--- src/rtl/vr_sup_pkg.sv ---
package vr_sup_pkg;

  typedef enum logic {
    OVM_STD = 1'b0,
    OVM_ALT = 1'b1
  } ov_mode_e;

  typedef struct packed {
    logic uv_fault;
    logic ov_now;
    logic ov_sd;
    logic oc_any;
  } fault_vec_t;

endpackage

--- src/rtl/vr_sup_window.sv ---
module vr_sup_window
  import vr_sup_pkg::*;
#(
  parameter int CODE_W        = 12,
  parameter int UV_MARGIN     = 300,
  parameter int OV_MARGIN_STD = 185,
  parameter int OV_MARGIN_ALT = 285
) (
  input  logic [CODE_W-1:0] vout_code,
  input  logic [CODE_W-1:0] dac_code,
  input  ov_mode_e          mode,
  output logic              uv_now,
  output logic              ov_now
);
  localparam int EW = CODE_W + 2;
  localparam logic [EW-1:0] UV_M  = EW'(UV_MARGIN);
  localparam logic [EW-1:0] OV_MS = EW'(OV_MARGIN_STD);
  localparam logic [EW-1:0] OV_MA = EW'(OV_MARGIN_ALT);

  logic [EW-1:0] vo_ext, dac_ext, ov_lim, uv_lim;

  always_comb begin
    vo_ext  = EW'(vout_code);
    dac_ext = EW'(dac_code);
    ov_lim  = dac_ext + ((mode == OVM_ALT) ? OV_MA : OV_MS);
    uv_lim  = vo_ext + UV_M;
    ov_now  = vo_ext > ov_lim;
    uv_now  = uv_lim < dac_ext;
  end
endmodule

--- src/rtl/vr_sup_uv_timer.sv ---
module vr_sup_uv_timer #(
  parameter int LIMIT = 500000
) (
  input  logic clk,
  input  logic rst,
  input  logic run,
  input  logic uv_now,
  output logic uv_fault
);
  localparam int CW = $clog2(LIMIT + 1);
  localparam logic [CW-1:0] LIM = CW'(LIMIT);

  logic [CW-1:0] cnt_q;

  always_ff @(posedge clk) begin
    if (rst || !run || !uv_now) cnt_q <= '0;
    else if (cnt_q != LIM)      cnt_q <= cnt_q + 1'b1;
  end

  assign uv_fault = (cnt_q == LIM);

  AST_UV_CNT_BOUND: assert property (@(posedge clk) disable iff (rst)
    cnt_q <= LIM);
  AST_UV_CLEARS: assert property (@(posedge clk) disable iff (rst)
    !uv_now |=> !uv_fault);
endmodule

--- src/rtl/vr_sup_ov_tracker.sv ---
module vr_sup_ov_tracker #(
  parameter int TRIP_LIMIT = 8
) (
  input  logic clk,
  input  logic rst,
  input  logic run,
  input  logic ov_now,
  input  logic ss_active,
  output logic ov_sd
);
  localparam int TW = $clog2(TRIP_LIMIT + 1);
  localparam logic [TW-1:0] TLIM = TW'(TRIP_LIMIT);

  logic [TW-1:0] trips_q;
  logic          ov_prev_q;
  logic          new_trip;

  assign new_trip = ov_now && !ov_prev_q && !ss_active && (trips_q != TLIM);

  always_ff @(posedge clk) begin
    if (rst || !run) begin
      trips_q   <= '0;
      ov_prev_q <= 1'b0;
    end else begin
      ov_prev_q <= ov_now;
      if (new_trip) trips_q <= trips_q + 1'b1;
    end
  end

  assign ov_sd = (trips_q == TLIM);

  AST_TRIP_SAT: assert property (@(posedge clk) disable iff (rst)
    trips_q <= TLIM);
  AST_SD_HOLD: assert property (@(posedge clk) disable iff (rst)
    (ov_sd && run) |=> ov_sd);
  AST_SS_NOCOUNT: assert property (@(posedge clk) disable iff (rst)
    (ss_active && run) |=> (trips_q == $past(trips_q)));
  AST_ONE_PER_EVENT: assert property (@(posedge clk) disable iff (rst)
    (run && ov_now && ov_prev_q) |=> (trips_q == $past(trips_q)) || (trips_q == '0));
endmodule

--- src/rtl/vr_fault_supervisor.sv ---
module vr_fault_supervisor
  import vr_sup_pkg::*;
#(
  parameter int CODE_W        = 12,
  parameter int NPHASE        = 4,
  parameter int CLK_HZ        = 100_000_000,
  parameter int UV_TIME_US    = 5000,
  parameter int UV_MARGIN     = 300,
  parameter int OV_MARGIN_STD = 185,
  parameter int OV_MARGIN_ALT = 285,
  parameter int TRIP_LIMIT    = 8
) (
  input  logic              clk,
  input  logic              rst,
  input  logic              en,
  input  logic              mode,
  input  logic [CODE_W-1:0] vout_code,
  input  logic [CODE_W-1:0] dac_code,
  input  logic              vcc_good,
  input  logic              vccp_good,
  input  logic              oc_flag,
  input  logic              ss_active,
  output logic              ready,
  output logic              drive_on,
  output logic [NPHASE-1:0] hs_off,
  output logic [NPHASE-1:0] ls_on,
  output logic              pwm_en,
  output logic              ss_en,
  output logic              shutdown
);
  localparam int UV_CYCLES = (CLK_HZ / 1_000_000) * UV_TIME_US;

  logic       run;
  logic       uv_now, ov_now, uv_fault, ov_sd;
  logic       ss_act_d, ss_done_q, oc_lat_q;
  logic       drv_q, ready_q, pwm_q, ssen_q, sd_q;
  logic       sd_any;
  fault_vec_t fv;

  assign run = en && vcc_good;

  vr_sup_window #(
    .CODE_W(CODE_W), .UV_MARGIN(UV_MARGIN),
    .OV_MARGIN_STD(OV_MARGIN_STD), .OV_MARGIN_ALT(OV_MARGIN_ALT)
  ) u_window (
    .vout_code(vout_code), .dac_code(dac_code), .mode(ov_mode_e'(mode)),
    .uv_now(uv_now), .ov_now(ov_now)
  );

  vr_sup_uv_timer #(.LIMIT(UV_CYCLES)) u_uv (
    .clk(clk), .rst(rst), .run(run), .uv_now(uv_now), .uv_fault(uv_fault)
  );

  vr_sup_ov_tracker #(.TRIP_LIMIT(TRIP_LIMIT)) u_ov (
    .clk(clk), .rst(rst), .run(run), .ov_now(ov_now),
    .ss_active(ss_active), .ov_sd(ov_sd)
  );

  always_comb begin
    fv.uv_fault = uv_fault;
    fv.ov_now   = ov_now;
    fv.ov_sd    = ov_sd;
    fv.oc_any   = oc_lat_q || oc_flag;
    sd_any      = fv.oc_any || fv.ov_sd;
  end

  always_ff @(posedge clk) begin
    if (rst) begin
      ss_act_d  <= 1'b0;
      ss_done_q <= 1'b0;
      oc_lat_q  <= 1'b0;
      drv_q     <= 1'b0;
      ready_q   <= 1'b0;
      pwm_q     <= 1'b0;
      ssen_q    <= 1'b0;
      sd_q      <= 1'b0;
    end else begin
      ss_act_d  <= run && ss_active;
      ss_done_q <= run && (ss_done_q || (ss_act_d && !ss_active));
      oc_lat_q  <= run && (oc_lat_q || oc_flag);
      drv_q     <= run && vccp_good && !sd_any;
      pwm_q     <= run && !sd_any;
      ssen_q    <= run && !sd_any && !ss_done_q;
      sd_q      <= run && sd_any;
      ready_q   <= run && vccp_good && ss_done_q && !fv.uv_fault
                   && !fv.ov_now && !sd_any;
    end
  end

  genvar gi;
  generate
    for (gi = 0; gi < NPHASE; gi++) begin : g_phase
      logic hs_q, ls_q;
      always_ff @(posedge clk) begin
        if (rst) begin
          hs_q <= 1'b0;
          ls_q <= 1'b0;
        end else begin
          hs_q <= ov_now || ov_sd;
          ls_q <= ov_now;
        end
      end
      assign hs_off[gi] = hs_q;
      assign ls_on[gi]  = ls_q;
    end
  endgenerate

  assign ready    = ready_q;
  assign drive_on = drv_q && !oc_flag;
  assign pwm_en   = pwm_q;
  assign ss_en    = ssen_q;
  assign shutdown = sd_q;

  AST_VCC_GATE: assert property (@(posedge clk) disable iff (rst)
    !vcc_good |=> (!pwm_en && !ss_en));
  AST_OC_LATCHED: assert property (@(posedge clk) disable iff (rst)
    ($past(oc_flag) && run) |-> !drive_on);
  AST_OV_CLAMP: assert property (@(posedge clk) disable iff (rst)
    ov_now |=> ((&hs_off) && (&ls_on) && !ready));
  AST_READY_SS: assert property (@(posedge clk) disable iff (rst)
    ready |-> $past(ss_done_q));
endmodule

--- config.mk ---
export PLATFORM = sky130hd
export DESIGN_NAME = vr_fault_supervisor
export DESIGN_NICKNAME = d
export VERILOG_FILES = /design/src/rtl/vr_sup_pkg.sv /design/src/rtl/vr_sup_window.sv /design/src/rtl/vr_sup_uv_timer.sv /design/src/rtl/vr_sup_ov_tracker.sv /design/src/rtl/vr_fault_supervisor.sv
export SDC_FILE = /design/constraint.sdc
export NUM_CORES = 1
export LEC_CHECK = 0
export BUFFER_PORTS_ARGS = -buffer_cell sky130_fd_sc_hd__buf_2
export CORE_MARGIN = 4
export CORE_UTILIZATION = 45
export DETAILED_ROUTE_END_ITERATION = 12
export PLACE_DENSITY_LB_ADDON = 0.1
export SETUP_SLACK_MARGIN = 0.3
export SLEW_MARGIN = 30
export SYNTH_ARGS = -nofsm -noshare
export SYNTH_HDL_FRONTEND = slang
export SYNTH_SLANG_ARGS = --single-unit
--- constraint.sdc ---
create_clock -name clk -period 4.4 [get_ports clk]
set_input_delay 0.88 -clock clk [delete_from_list [all_inputs] [get_ports clk]]
set_output_delay 0.88 -clock clk [all_outputs]
set_load 0.01 [all_outputs]
==> Word level (Yosys, flattened, before mapping) <==
Index checks and enable logic that the tools add are counted.
{ "word_totals": {"regBits": 34} }
{ "op_classes": {"add_sub_neg": 4, "order_cmp": 2, "eq_ne": 4, "muxes": 1, "reduce_logical": 33} }
{ "op_table": {"columns": ["cell", "count"], "rows": [
  ["adder 19 x 1 -> 19 bit (second input constant)", 1],
  ["equality test 19 bit (second input constant)", 1],
  ["inequality test 19 bit (second input constant)", 1],
  ["logical AND 1 bit", 18],
  ["adder 12 x 14 -> 14 bit", 1],
  ["greater-than comparator 12 x 14 -> 1 bit", 1],
  ["adder 12 x 9 -> 13 bit (second input constant)", 1],
  ["< comparator 13 x 12 -> 1 bit", 1],
  ["logical NOT 1 bit", 9],
  ["2-to-1 mux 9 bit", 1],
  ["logical OR 1 bit", 6],
  ["adder 4 x 1 -> 4 bit (second input constant)", 1],
  ["equality test 4 bit (second input constant)", 1],
  ["inequality test 4 bit (second input constant)", 1]
]} }

==> Logic depth before layout (Yosys ltp) <==
Gate-level depths: netlist of run 1.
{ "logic_depth": {"word_depth": 6, "ltp_mapped": 14} }

==> By module <==
Synthesis of run 1 repeated with hierarchy kept, for this count alone.
{ "hier_totals": {"hier_cells": 318, "area_unflattened_um2": 2615.0} }
{ "modules_own_cells": {"columns": ["mod", "n_inst", "cells_per_inst", "area_each_um2", "seq_area_each_um2"], "rows": [
  ["vr_sup_window", 1, 137, 1033.5, 0.0],
  ["vr_sup_uv_timer", 1, 112, 937.1, 380.4],
  ["vr_fault_supervisor", 1, 39, 389.1, 200.2],
  ["vr_sup_ov_tracker", 1, 30, 255.2, 100.1]
]} }

==> Worst setup path after synthesis of run 1 <==
OpenSTA, ideal clock, no wires.
{ "synth_path": {"path_type": "in2reg", "start": "input mode", "end": "register u_ov.trips_q[1]", "setup_ps": 70, "arrival_ps": 3631, "required_ps": 4330, "path_slack_ps": 699, "stages": 11, "path_buffers": 0, "cell_sequence": "ha_1 > a211oi_2 > a2111oi_1 > o21ai_0 > xnor2_1 > ha_1 > a21oi_1 > o21ai_0 > a2111oi_1 > o21ai_0 > a21oi_1"} }
{ "synth_between": {"elab_chain_len": 6} }
{ "synth_rtl": {"columns": ["element", "line", "source"], "rows": [
  ["from (decl)", "vr_fault_supervisor.sv:16", "input logic mode,"],
  ["2-to-1 mux 9 bit", "vr_sup_window.sv:25", "ov_lim = dac_ext + ((mode == OVM_ALT) ? OV_MA : OV_MS);"],
  ["adder 12 x 14 -> 14 bit", "vr_sup_window.sv:25", null],
  ["greater-than comparator 12 x 14 -> 1 bit", "vr_sup_window.sv:27", "ov_now = vo_ext > ov_lim;"],
  ["logical AND 1 bit (3 in series)", "vr_sup_ov_tracker.sv:18", "assign new_trip = ov_now && !ov_prev_q && !ss_active && (trips_q != TLIM);"],
  ["to (signal assigned)", "vr_sup_ov_tracker.sv:26", "if (new_trip) trips_q <= trips_q + 1'b1;"],
  ["to (decl)", "vr_sup_ov_tracker.sv:14", "logic [TW-1:0] trips_q;"]
]} }
No other way between the ends.
A chain may end at the register's enable or synchronous reset.

==> Worst setup path after layout of run 1 <==
{ "layout_path": {"start": "input mode", "end": "register u_ov.trips_q[2]"} }
Same word-level chain as after synthesis.

==> flow_summary.ini, run 1 <==
[routing]
drt_iter0_drc = 44
dr.pass1.iters = 4
viasPerCell = 5.10
postRouteWirelength_microns = 5130
wl_per_cell_microns = 12.3
num_vias = 2120
antenna_left = 0
route.detailed.drc = 0

[min_path]
worst_hold_startpoint = ss_done_q$_SDFF_PP0_
whs_path_depth = 1
min_to = ss_en$_SDFF_PP0_
hp-class = reg2reg

[clock_network]
cts_max_level = 2
cts_buffers = 5
clk_pin_slew_worst_paths_ps = 80
cts_hold_buf = 0
clock_latency_ps = 280
cts_tree = yes
cts_sinks = 34
root_buffer = clkbuf_8
clock_path_buffers = 2

[flow_run]
maxCapViolCount = 0

[floorplan]
core-area_sq_um = 5270
die_w_microns = 82.7
dieHeight_microns = 82.7
ios = 45
rows = 26
die-area_sq_um = 6830
start_util_pct = 47.6

[synthesis]
synth_warnings = 0
yosysMostFrequentCell = nor2_1
ys_top_cells_by_area = dfxtp_1 27%, ha_1 17%, xnor2_1 6.6%
seq_area_frac_synth_pct = 27.1
synthesis.area_sq_um = 2510
synthTopCellsByCount = 38 x nor2_1, 34 x dfxtp_1, 34 x ha_1, 27 x inv_1, 19 x xnor2_1
async_flop_share_pct = 0
synth_cell_types = 42
synth_top_area_cell = dfxtp_1
syn_avg_cell_area_sq_um = 8.28
synth_top_area_share_pct = 27.1
synth_nets = 369
synth_edf_count = 0
yosys_register_bits = 34
postSynthCellCount = 303
ys.flop_type = dfxtp_1

[power]
finalPower_mw = 0.849
p_leak_nw = 1.27
vdd_ir_drop_max_mv = 0.189
p_per_area_nw_per_um2 = 295

[setup_path]
slowest_delay_ps = 470
arrival_ps = 3910
critPathTopFamily = compound AO/OA/AOI/OAI gates
crit_fanout = 4
crit_type = in2reg
required_ps = 4610
r2r-start = u_uv.cnt_q[8]$_SDFFE_PP0N_
reg2reg_to = u_uv.cnt_q[1]$_SDFFE_PP0N_
path_cells = buf_2 -> ha_1 -> nand3_1 -> a21boi_0 -> o211ai_1 -> a21oi_1 -> o211ai_1 -> xnor2_1 -> ha_1 -> nand3_1 -> nor4_1 -> a211oi_2 -> nand3_1 -> or4b_1 -> a21oi_1
cp-end-kind = register
r2r_cells = 5
crit_top_cell = nand3_1
start_kind = primary input
r2r_setup_slack_ps = 2550
path_buf_inv = 1
cp_slowest_cell = or4b_1

[global_route]
grt_overflow = 0
grt_pass1_vias = 2045
grt_max_degree = 20
globalRouteTotalUtil_pct = 16.7
antenna_found_initial = 0
grt_pass1_wl_microns = 8980

[outcome]
status = completed

[sta]
slew_violations = 0
min_period_ps = 3690
period_share_pct = 83.9
setup_viol = 0
hold_violations = 0
fin_ws_ps = 709
tightest_slew_ps = 657
tns_ps = 0
rsz0062_at_grt = false
fin_hold_ws_ps = 442
slew_headroom_pct = 56.2
finalClockSkew_ps = 6.12
fmax_mhz = 271

[placed_design]
dp_worst_setup_slack_ps = 323
port_buffers = 44
place_congestion = 0.873
dp_hpwl_microns = 4240

[cells_and_area]
drive_gt1_share_pct = 17.1
final_nets = 411
final.fill_count = 529
diodes = 0
synthToLayoutAreaGrowth_pct = 14.8
==> sequential cells by signal, summed over array words and instances (netlist names) <==
register / cells
ready: 1
g_phase.ls_q: 1
ss_en: 1
u_ov.trips_q: 4
u_uv.cnt_q: 19
pwm_en: 1
shutdown: 1
ss_act_d: 1
ss_done_q: 1
drv_q: 1
u_ov.ov_prev_q: 1
g_phase.hs_q: 1
oc_lat_q: 1
==> metal layers <==
| layer | up-vias | track usage (%) | part of all wire (%) |
|---|---|---|---|
| met2 | 47 | 28.0 | 45 |
| met3 | 5 | 2.49 | 4.5 |
| met1 | 941 | 22.7 | 49 |
| met4 | 0 | 3.43 | 0.98 |
| li1 | 1127 | - | - |
| met5 | - | 0 | 0 |
==> layout by cell type, fill, tap and decap left out, types with 2 or more instances in the layout <==
cell type / instances
a21o_1: 4
nand3_1: 18
clkbuf_8: 5
nor4_1: 2
a211oi_2: 2
nand2_1: 17
ha_1: 34
buf_2: 44
a21oi_1: 18
buf_4: 2
nand2b_1: 2
inv_1: 27
a211oi_1: 2
and3_1: 5
nand3b_1: 2
nor2_1: 38
o21bai_1: 2
nand4_1: 7
dfxtp_1: 34
and2_1: 2
o21ai_0: 8
o211ai_1: 4
nor2b_1: 6
xor2_1: 15
nor4b_1: 2
and4_1: 2
xnor2_1: 19
bufinv_16: 2
nor3_1: 4
==> cells by family after synthesis <==
| family | count (synthesis) | share of synthesized area, % |
|---|---|---|
| AO/OA/AOI/OAI | 49 | 13.0 |
| XOR/XNOR | 34 | 11.9 |
| adder cells (fa/ha/maj) | 34 | 17.0 |
| buffers and inverters | 38 | 7.78 |
| flip-flops | 34 | 27.1 |
| multiplexers | 1 | 0.399 |
| AND/OR/NAND/NOR | 113 | 22.8 |
==> worst max path at each step <==
| stage | startpoint | end | slack (ps) | depth (start not counted) |
|---|---|---|---|---|
| 2_1_floorplan | mode | u_ov.trips_q[1]$_SDFFE_PP0P_ | 700 | 11 |
| 3_3_place_gp | mode | u_ov.trips_q[2]$_SDFFE_PP0P_ | 390 | 13 |
| 3_5_place_dp | mode | u_ov.trips_q[2]$_SDFFE_PP0P_ | 320 | 15 |
| 4_1_cts | mode | u_ov.trips_q[2]$_SDFFE_PP0P_ | 600 | 13 |
| 5_1_grt | mode | u_ov.trips_q[2]$_SDFFE_PP0P_ | 380 | 15 |
| 6_report | mode | u_ov.trips_q[2]$_SDFFE_PP0P_ | 710 | 15 |
==> report_power, final <==
group	total, mW	switching (mW)	internal, mW
clock	0.344	0.117	0.227
combinational	0.190	0.105	0.0849
sequential	0.315	0.00278	0.313
total	0.849	0.224	0.625
==> stage by stage <==
step,std cells,cell area (sq um),utilization [%]
2_1_floorplan,303,2510,-
5_1_grt,416,2880,54.7
3_5_place_dp,407,2730,51.8
6_report,416,2880,54.7
3_3_place_gp,407,2730,51.8
4_1_cts,415,2870,54.4
==> cell type report <==
cell class | instances | area [sq um] | area share [%]
Clock buffer | 5 | 68.8 | 2.39
Clock inverter | 3 | 68.8 | 2.39
Inverter | 27 | 101 | 3.52
Multi-Input combinational cell | 231 | 1640 | 56.9
Sequential cell | 34 | 681 | 23.6
Tap cell | 70 | 87.6 | 3.04
Timing Repair Buffer | 46 | 235 | 8.17
==> what timing repair did <==
action / CTS / global route
setup buffers: 0 / 1
resized for setup: 0 / 1
endpoints found under the setup margin: 0 / 3
Power figures use the tool's default switching activity.
==> run 2, diff against run 1 <==
Settings changed: ABC_AREA from default to 1.
Clock period 4.4 ns to 2.99 ns, I/O delays scaled along.
==> run 2 against run 1 <==
  * Clock-buffer cell count grew 2
  * Largest power group is now sequential cells
  * Die area grew 7.6%
  * Utilization grew 2.9 points
  * Largest cell class unchanged
  * Synthesized cell count grew 26%
  * Critical path type unchanged
  * Wire length grew 13%
  * Worst hold slack gained 19 ps
  * Register-to-register slack lost 1200 ps
  * Combinational power grew 95%
  * Area after synthesis grew 8.4%
  * Sequential power grew 48%
  * Critical path depth grew 6
  * Setup slack lost 370 ps
==> flow_summary.ini, run 2 <==
[cells_and_area]
fin_cells = 521
layout_commonest_cell = inv_1
final.fill_count = 595
synthToLayoutAreaGrowth_pct = 24.5
final_area_sq_um = 3390
final_nets = 511
drive_gt1_share_pct = 27.1
reg_top3 = u_uv.cnt_q: 19 flops, u_ov.trips_q: 4 flops
largest_register = u_uv.cnt_q
fin_util_pct = 57.5
diodes = 0
mostFrequentLayoutCells = 73 x inv_1, 59 x nand2_1, 46 x nor2_1, 42 x buf_2, 34 x dfxtp_1
largest_reg_flops = 19

[setup_path]
slowest_delay_ps = 300
required_ps = 3210
crit_type = in2reg
cp_slowest_cell = ha_1
crit_fanout = 5
crit_start = mode
cp-endpoint = u_ov.trips_q[2]$_SDFFE_PP0P_
r2r_cells = 9
arrival_ps = 2870
r2r_setup_slack_ps = 1370
cp-end-kind = register
crit_top_cell = nand2_2
r2r-start = u_uv.cnt_q[1]$_SDFFE_PP0N_
reg2reg_to = u_uv.cnt_q[18]$_SDFFE_PP0N_
start_kind = primary input
path_cells = buf_8 -> ha_4 -> nand3_4 -> nand3_4 -> nand2_2 -> a21oi_2 -> nand3_1 -> nand2_2 -> nand2_2 -> xor2_1 -> ha_1 -> nand2_2 -> nor2_1 -> nand3_1 -> nand2_2 -> a21oi_4 -> buf_6 -> nand3_2 -> nand2_1 -> nand2_1 -> nor2_1

[floorplan]
core-area_sq_um = 5890
die_w_microns = 85.7
dieHeight_microns = 85.7
ios = 45
rows = 28
die-area_sq_um = 7350
start_util_pct = 46.2

[synthesis]
ys.flop_type = dfxtp_1
synth_warnings = 0
synth_top_area_share_pct = 25.0
syn_avg_cell_area_sq_um = 7.14
yosys_register_bits = 34
synth_cell_types = 31
seq_area_frac_synth_pct = 25.0
async_flop_share_pct = 0
synth_edf_count = 0
postSynthCellCount = 381
synth_nets = 447
synthTopCellsByCount = 74 x inv_1, 72 x nand2_1, 48 x nor2_1, 34 x dfxtp_1, 34 x ha_1
synth_top_area_cell = dfxtp_1
synthesis.area_sq_um = 2720
ys_top_cells_by_area = dfxtp_1 25%, ha_1 16%, inv_1 10%
yosysMostFrequentCell = inv_1

[global_route]
globalRouteTotalUtil_pct = 15.6
grt_overflow = 0
antenna_found_initial = 0
grt_pass1_wl_microns = 9400
grt_max_degree = 20
grt_pass1_vias = 2228

[sta]
finalClockSkew_ps = 4.23
slew_violations = 0
fin_ws_ps = 339
setup_viol = 0
slew_headroom_pct = 49.9
hold_violations = 0
tns_ps = 0
fin_hold_ws_ps = 461
rsz0062_at_grt = true
tightest_slew_ps = 749
period_share_pct = 88.7
fmax_mhz = 377
min_period_ps = 2650

[placed_design]
dp_cells = 498
port_buffers = 44
dp_hpwl_microns = 4330
place_congestion = 0.818
dp_worst_setup_slack_ps = -53.7
placed_area_sq_um = 3040

[power]
p_per_area_nw_per_um2 = 347
intPower_mw = 0.811
p_sw_mw = 0.366
clkPwrFrac_pct = 29.0
seqPwrFrac_pct = 39.6
finalPower_mw = 1.18
combPwrFrac_pct = 31.5
vdd_ir_drop_max_mv = 0.281
power.share.switching_pct = 31.1
p_leak_nw = 1.70

[clock_network]
cts_buffers = 5
cts_sinks = 34
clk_pin_slew_worst_paths_ps = 70
cts_max_level = 2
cts_hold_buf = 0
cts_tree = yes
clock_path_buffers = 2
clock_latency_ps = 280
root_buffer = clkbuf_8

[routing]
wl_per_cell_microns = 11.1
antenna_left = 0
route.detailed.drc = 0
dr.pass1.iters = 4
viasPerCell = 4.63
num_vias = 2410
postRouteWirelength_microns = 5800
drt_iter0_drc = 107

[flow_run]
maxCapViolCount = 0

[min_path]
hp-class = reg2reg

[outcome]
status = completed
[run 2: per-layer routing]
layer / part of all wire [%] / global-route usage (%) / routed length [microns] / vias up
met5: 0 / 0 / 0 / -
met4: 0.69 / 4.32 / 40 / 0
met3: 4.1 / 2.69 / 237 / 2
met2: 52 / 29.0 / 3000 / 46
met1: 44 / 18.3 / 2530 / 1058
li1: - / - / - / 1304
[run 2: cells by family after synthesis]
group                      synth area share, %
xor gates and xnor gates                  11.3
DFF                                       25.0
AOI/OAI and AO/OA                         5.98
and+or+nand+nor                           29.1
buffers and inverters                     13.0
adders and majority gates                 15.6
[run 2: final cells by class]
cell class,count,area (sq um),share of cell area [%]
multi-input cells,266,1850,54.7
inverters,75,282,8.31
clock buffers,7,86.3,2.55
clock inverters,1,5.00,0.148
repair buffers,63,387,11.4
well taps,75,93.8,2.77
flip-flops and latches,34,681,20.1
[run 2: power groups by stage]
| stage | registers (mW) | clock network, mW | logic, mW |
|---|---|---|---|
| global route | 0.467 | 0.369 | 0.420 |
| finish | 0.465 | 0.341 | 0.370 |
| detailed placement | 0.476 | 0 | 0.305 |
| CTS | 0.465 | 0.354 | 0.333 |
| floorplan | 0.476 | 0 | 0.221 |
| global placement | 0.475 | 0 | 0.299 |
[run 2: critical path, delay by kind of cell]
kind | cells | cell delay (ps)
simple gates | 14 | 970
fa+ha+maj | 2 | 570
compound gates | 2 | 330
buf+inv | 2 | 250
xor+xnor | 1 | 130
[run 2: worst min-delay path by stage]
stage	start	to	slack, ps	cells after the start
after floorplan	ss_done_q$_SDFF_PP0_	ss_en$_SDFF_PP0_	410	1
after global placement	ss_done_q$_SDFF_PP0_	ss_en$_SDFF_PP0_	440	1
after detailed placement	ss_done_q$_SDFF_PP0_	ss_en$_SDFF_PP0_	450	1
after CTS	ss_done_q$_SDFF_PP0_	ss_en$_SDFF_PP0_	460	1
after global routing	ss_done_q$_SDFF_PP0_	ss_en$_SDFF_PP0_	480	1
final	ss_done_q$_SDFF_PP0_	ss_en$_SDFF_PP0_	460	1
[run 2: what timing repair did]
action,in CTS,in global routing
endpoints found under the setup margin,5,27
buffers inserted,9,3
gates cloned,0,3
gates resized for setup,11,25
pin swaps,14,21
==> run 3, diff against run 2 <==
Settings changed: CORE_UTILIZATION 45 to 52.
==> run 3 against run 2 <==
  * Power is 2.8% higher
  * Clock-buffer cell count fell by 2
  * Sequential power is essentially flat
  * Critical endpoint unchanged
  * Maximum frequency decreased by 2.5%
  * Global-route usage is 1.7 points higher
  * Clock skew about the same
  * Largest cell class unchanged
  * Via count fell by 1.7%
  * Setup slack got worse by 67 ps
  * Largest power group unchanged
  * Design area fell by 3.1%
  * Sequential share of layout area rose by 0.65 points
==> flow_summary.ini, run 3 (same netlist as run 2, synthesis figures left out) <==
[outcome]
status = completed

[cells_and_area]
reg_top3 = u_uv.cnt_q: 19 flops, u_ov.trips_q: 4 flops
largest_reg_flops = 19
final_nets = 502
layout_commonest_cell = inv_1
drive_gt1_share_pct = 23.8
diodes = 0
mostFrequentLayoutCells = 72 x inv_1, 67 x nand2_1, 46 x nor2_1, 42 x buf_2, 34 x dfxtp_1
largest_register = u_uv.cnt_q
fin_util_pct = 64.6
synthToLayoutAreaGrowth_pct = 20.6

[routing]
route.detailed.drc = 0
postRouteWirelength_microns = 5300
num_vias = 2369
drt_iter0_drc = 116
antenna_left = 0
wl_per_cell_microns = 10.5
viasPerCell = 4.67
dr.pass1.iters = 4

[setup_path]
crit_type = in2reg
slowest_delay_ps = 300
crit_fanout = 3
crit_top_cell = nand2_1
cp-endpoint = u_ov.trips_q[2]$_SDFFE_PP0P_
r2r-start = u_uv.cnt_q[0]$_SDFFE_PP0N_
path_buf_inv = 2
critPathTopFamily = simple AND/OR/NAND/NOR gates
arrival_ps = 2930
cp.depth = 21
cp-end-kind = register
r2r_setup_slack_ps = 1380
r2r_cells = 9
cp_slowest_cell = ha_1
required_ps = 3210
reg2reg_to = u_uv.cnt_q[18]$_SDFFE_PP0N_
path_cells = buf_8 -> ha_4 -> nand3_4 -> nand3_2 -> nand2_2 -> a21oi_2 -> nand3_1 -> nand2_1 -> nand2_1 -> xor2_1 -> ha_1 -> nand2_2 -> nor2_1 -> nand3_1 -> nand2_2 -> a21oi_4 -> buf_6 -> nand3_2 -> nand2_1 -> nand2_1 -> nor2_1
start_kind = primary input
crit_start = mode

[sta]
slew_violations = 0
min_period_ps = 2720
period_share_pct = 90.9
hold_violations = 0
setup_viol = 0
fmax_mhz = 368
tightest_slew_ps = 455
finalClockSkew_ps = 4.09
rsz0062_at_grt = true
slew_headroom_pct = 69.4
tns_ps = 0

[power]
p_leak_nw = 1.66
p_per_area_nw_per_um2 = 369
vdd_ir_drop_max_mv = 0.339

[flow_run]
maxCapViolCount = 0

[global_route]
grt_pass1_wl_microns = 9110
grt_pass1_vias = 2304
grt_overflow = 0
globalRouteTotalUtil_pct = 17.3
antenna_found_initial = 0
grt_max_degree = 20

[clock_network]
cts_max_level = 2
cts_hold_buf = 0
clk_pin_slew_worst_paths_ps = 70
cts_buffers = 5
cts_tree = yes
clock_latency_ps = 280
cts_sinks = 34
clock_path_buffers = 2
root_buffer = clkbuf_8

[floorplan]
rows = 26
start_util_pct = 53.6
core-area_sq_um = 5070
die-area_sq_um = 6450
ios = 45
die_w_microns = 80.3
dieHeight_microns = 80.3

[min_path]
hp-class = reg2reg

[placed_design]
dp_hpwl_microns = 4130
place_congestion = 0.856
port_buffers = 44
-- run 3: cell types whose count changed in the layout (fill, tap and decap cells not counted), moves of 2 or more --
cell / change
nand3_4: -2
nand2_4: -3
nand2_2: -8
nand2_1: +8
buf_4: -6
-- run 3: per-stage QoR --
stage | cell area [sq um] | instances | hold WS, ps | power, mW | worst slack [ps]
after global placement | 3000 | 488 | 444 | 0.764 | 40.0
after CTS | 3180 | 501 | 458 | 1.19 | 307
after floorplan | 2750 | 381 | 412 | 0.697 | 301
after global routing | 3280 | 507 | 468 | 1.28 | 71.3
final | 3280 | 507 | 457 | 1.21 | 272
after detailed placement | 3000 | 488 | 448 | 0.767 | -22.6
-- run 3: how the worst min path moves through the flow --
stage | from | end | slack [ps] | cells past startpoint
finish | ss_done_q$_SDFF_PP0_ | ss_en$_SDFF_PP0_ | 460 | 1
global route | ss_done_q$_SDFF_PP0_ | ss_en$_SDFF_PP0_ | 470 | 1
CTS | ss_done_q$_SDFF_PP0_ | ss_en$_SDFF_PP0_ | 460 | 1
detailed placement | ss_done_q$_SDFF_PP0_ | ss_en$_SDFF_PP0_ | 450 | 1
global placement | ss_done_q$_SDFF_PP0_ | ss_en$_SDFF_PP0_ | 440 | 1
floorplan | ss_done_q$_SDFF_PP0_ | ss_en$_SDFF_PP0_ | 410 | 1
-- run 3: what timing repair did --
item	in CTS	in global routing
buffers inserted	5	6
endpoints found under the setup margin	3	8
endpoints found under the hold margin	0	0
gates resized for setup	7	17
pin swaps	10	27
-- run 3: final cells by class --
| class | count | area (sq um) |
|---|---|---|
| multi-input combinational | 263 | 1780 |
| clock buffer | 5 | 68.8 |
| tap | 70 | 87.6 |
| fill | 500 | 1800 |
| timing repair buffer | 57 | 342 |
| sequential | 34 | 681 |
| clock inverter | 3 | 40.0 |
| inverter | 75 | 282 |
-- run 3: report_power, final --
group,switching [mW],leakage [nW],internal [mW]
sequential,0.00432,0.275,0.461
combinational,0.184,1.33,0.146
clock,0.169,0.0579,0.245
total,0.357,1.66,0.852
-- run 3: layer usage --
metal	global-route usage, %	wire length (microns)
met2	31.4	2550
met4	6.08	130
met5	0	0
met3	2.13	164
met1	20.8	2450
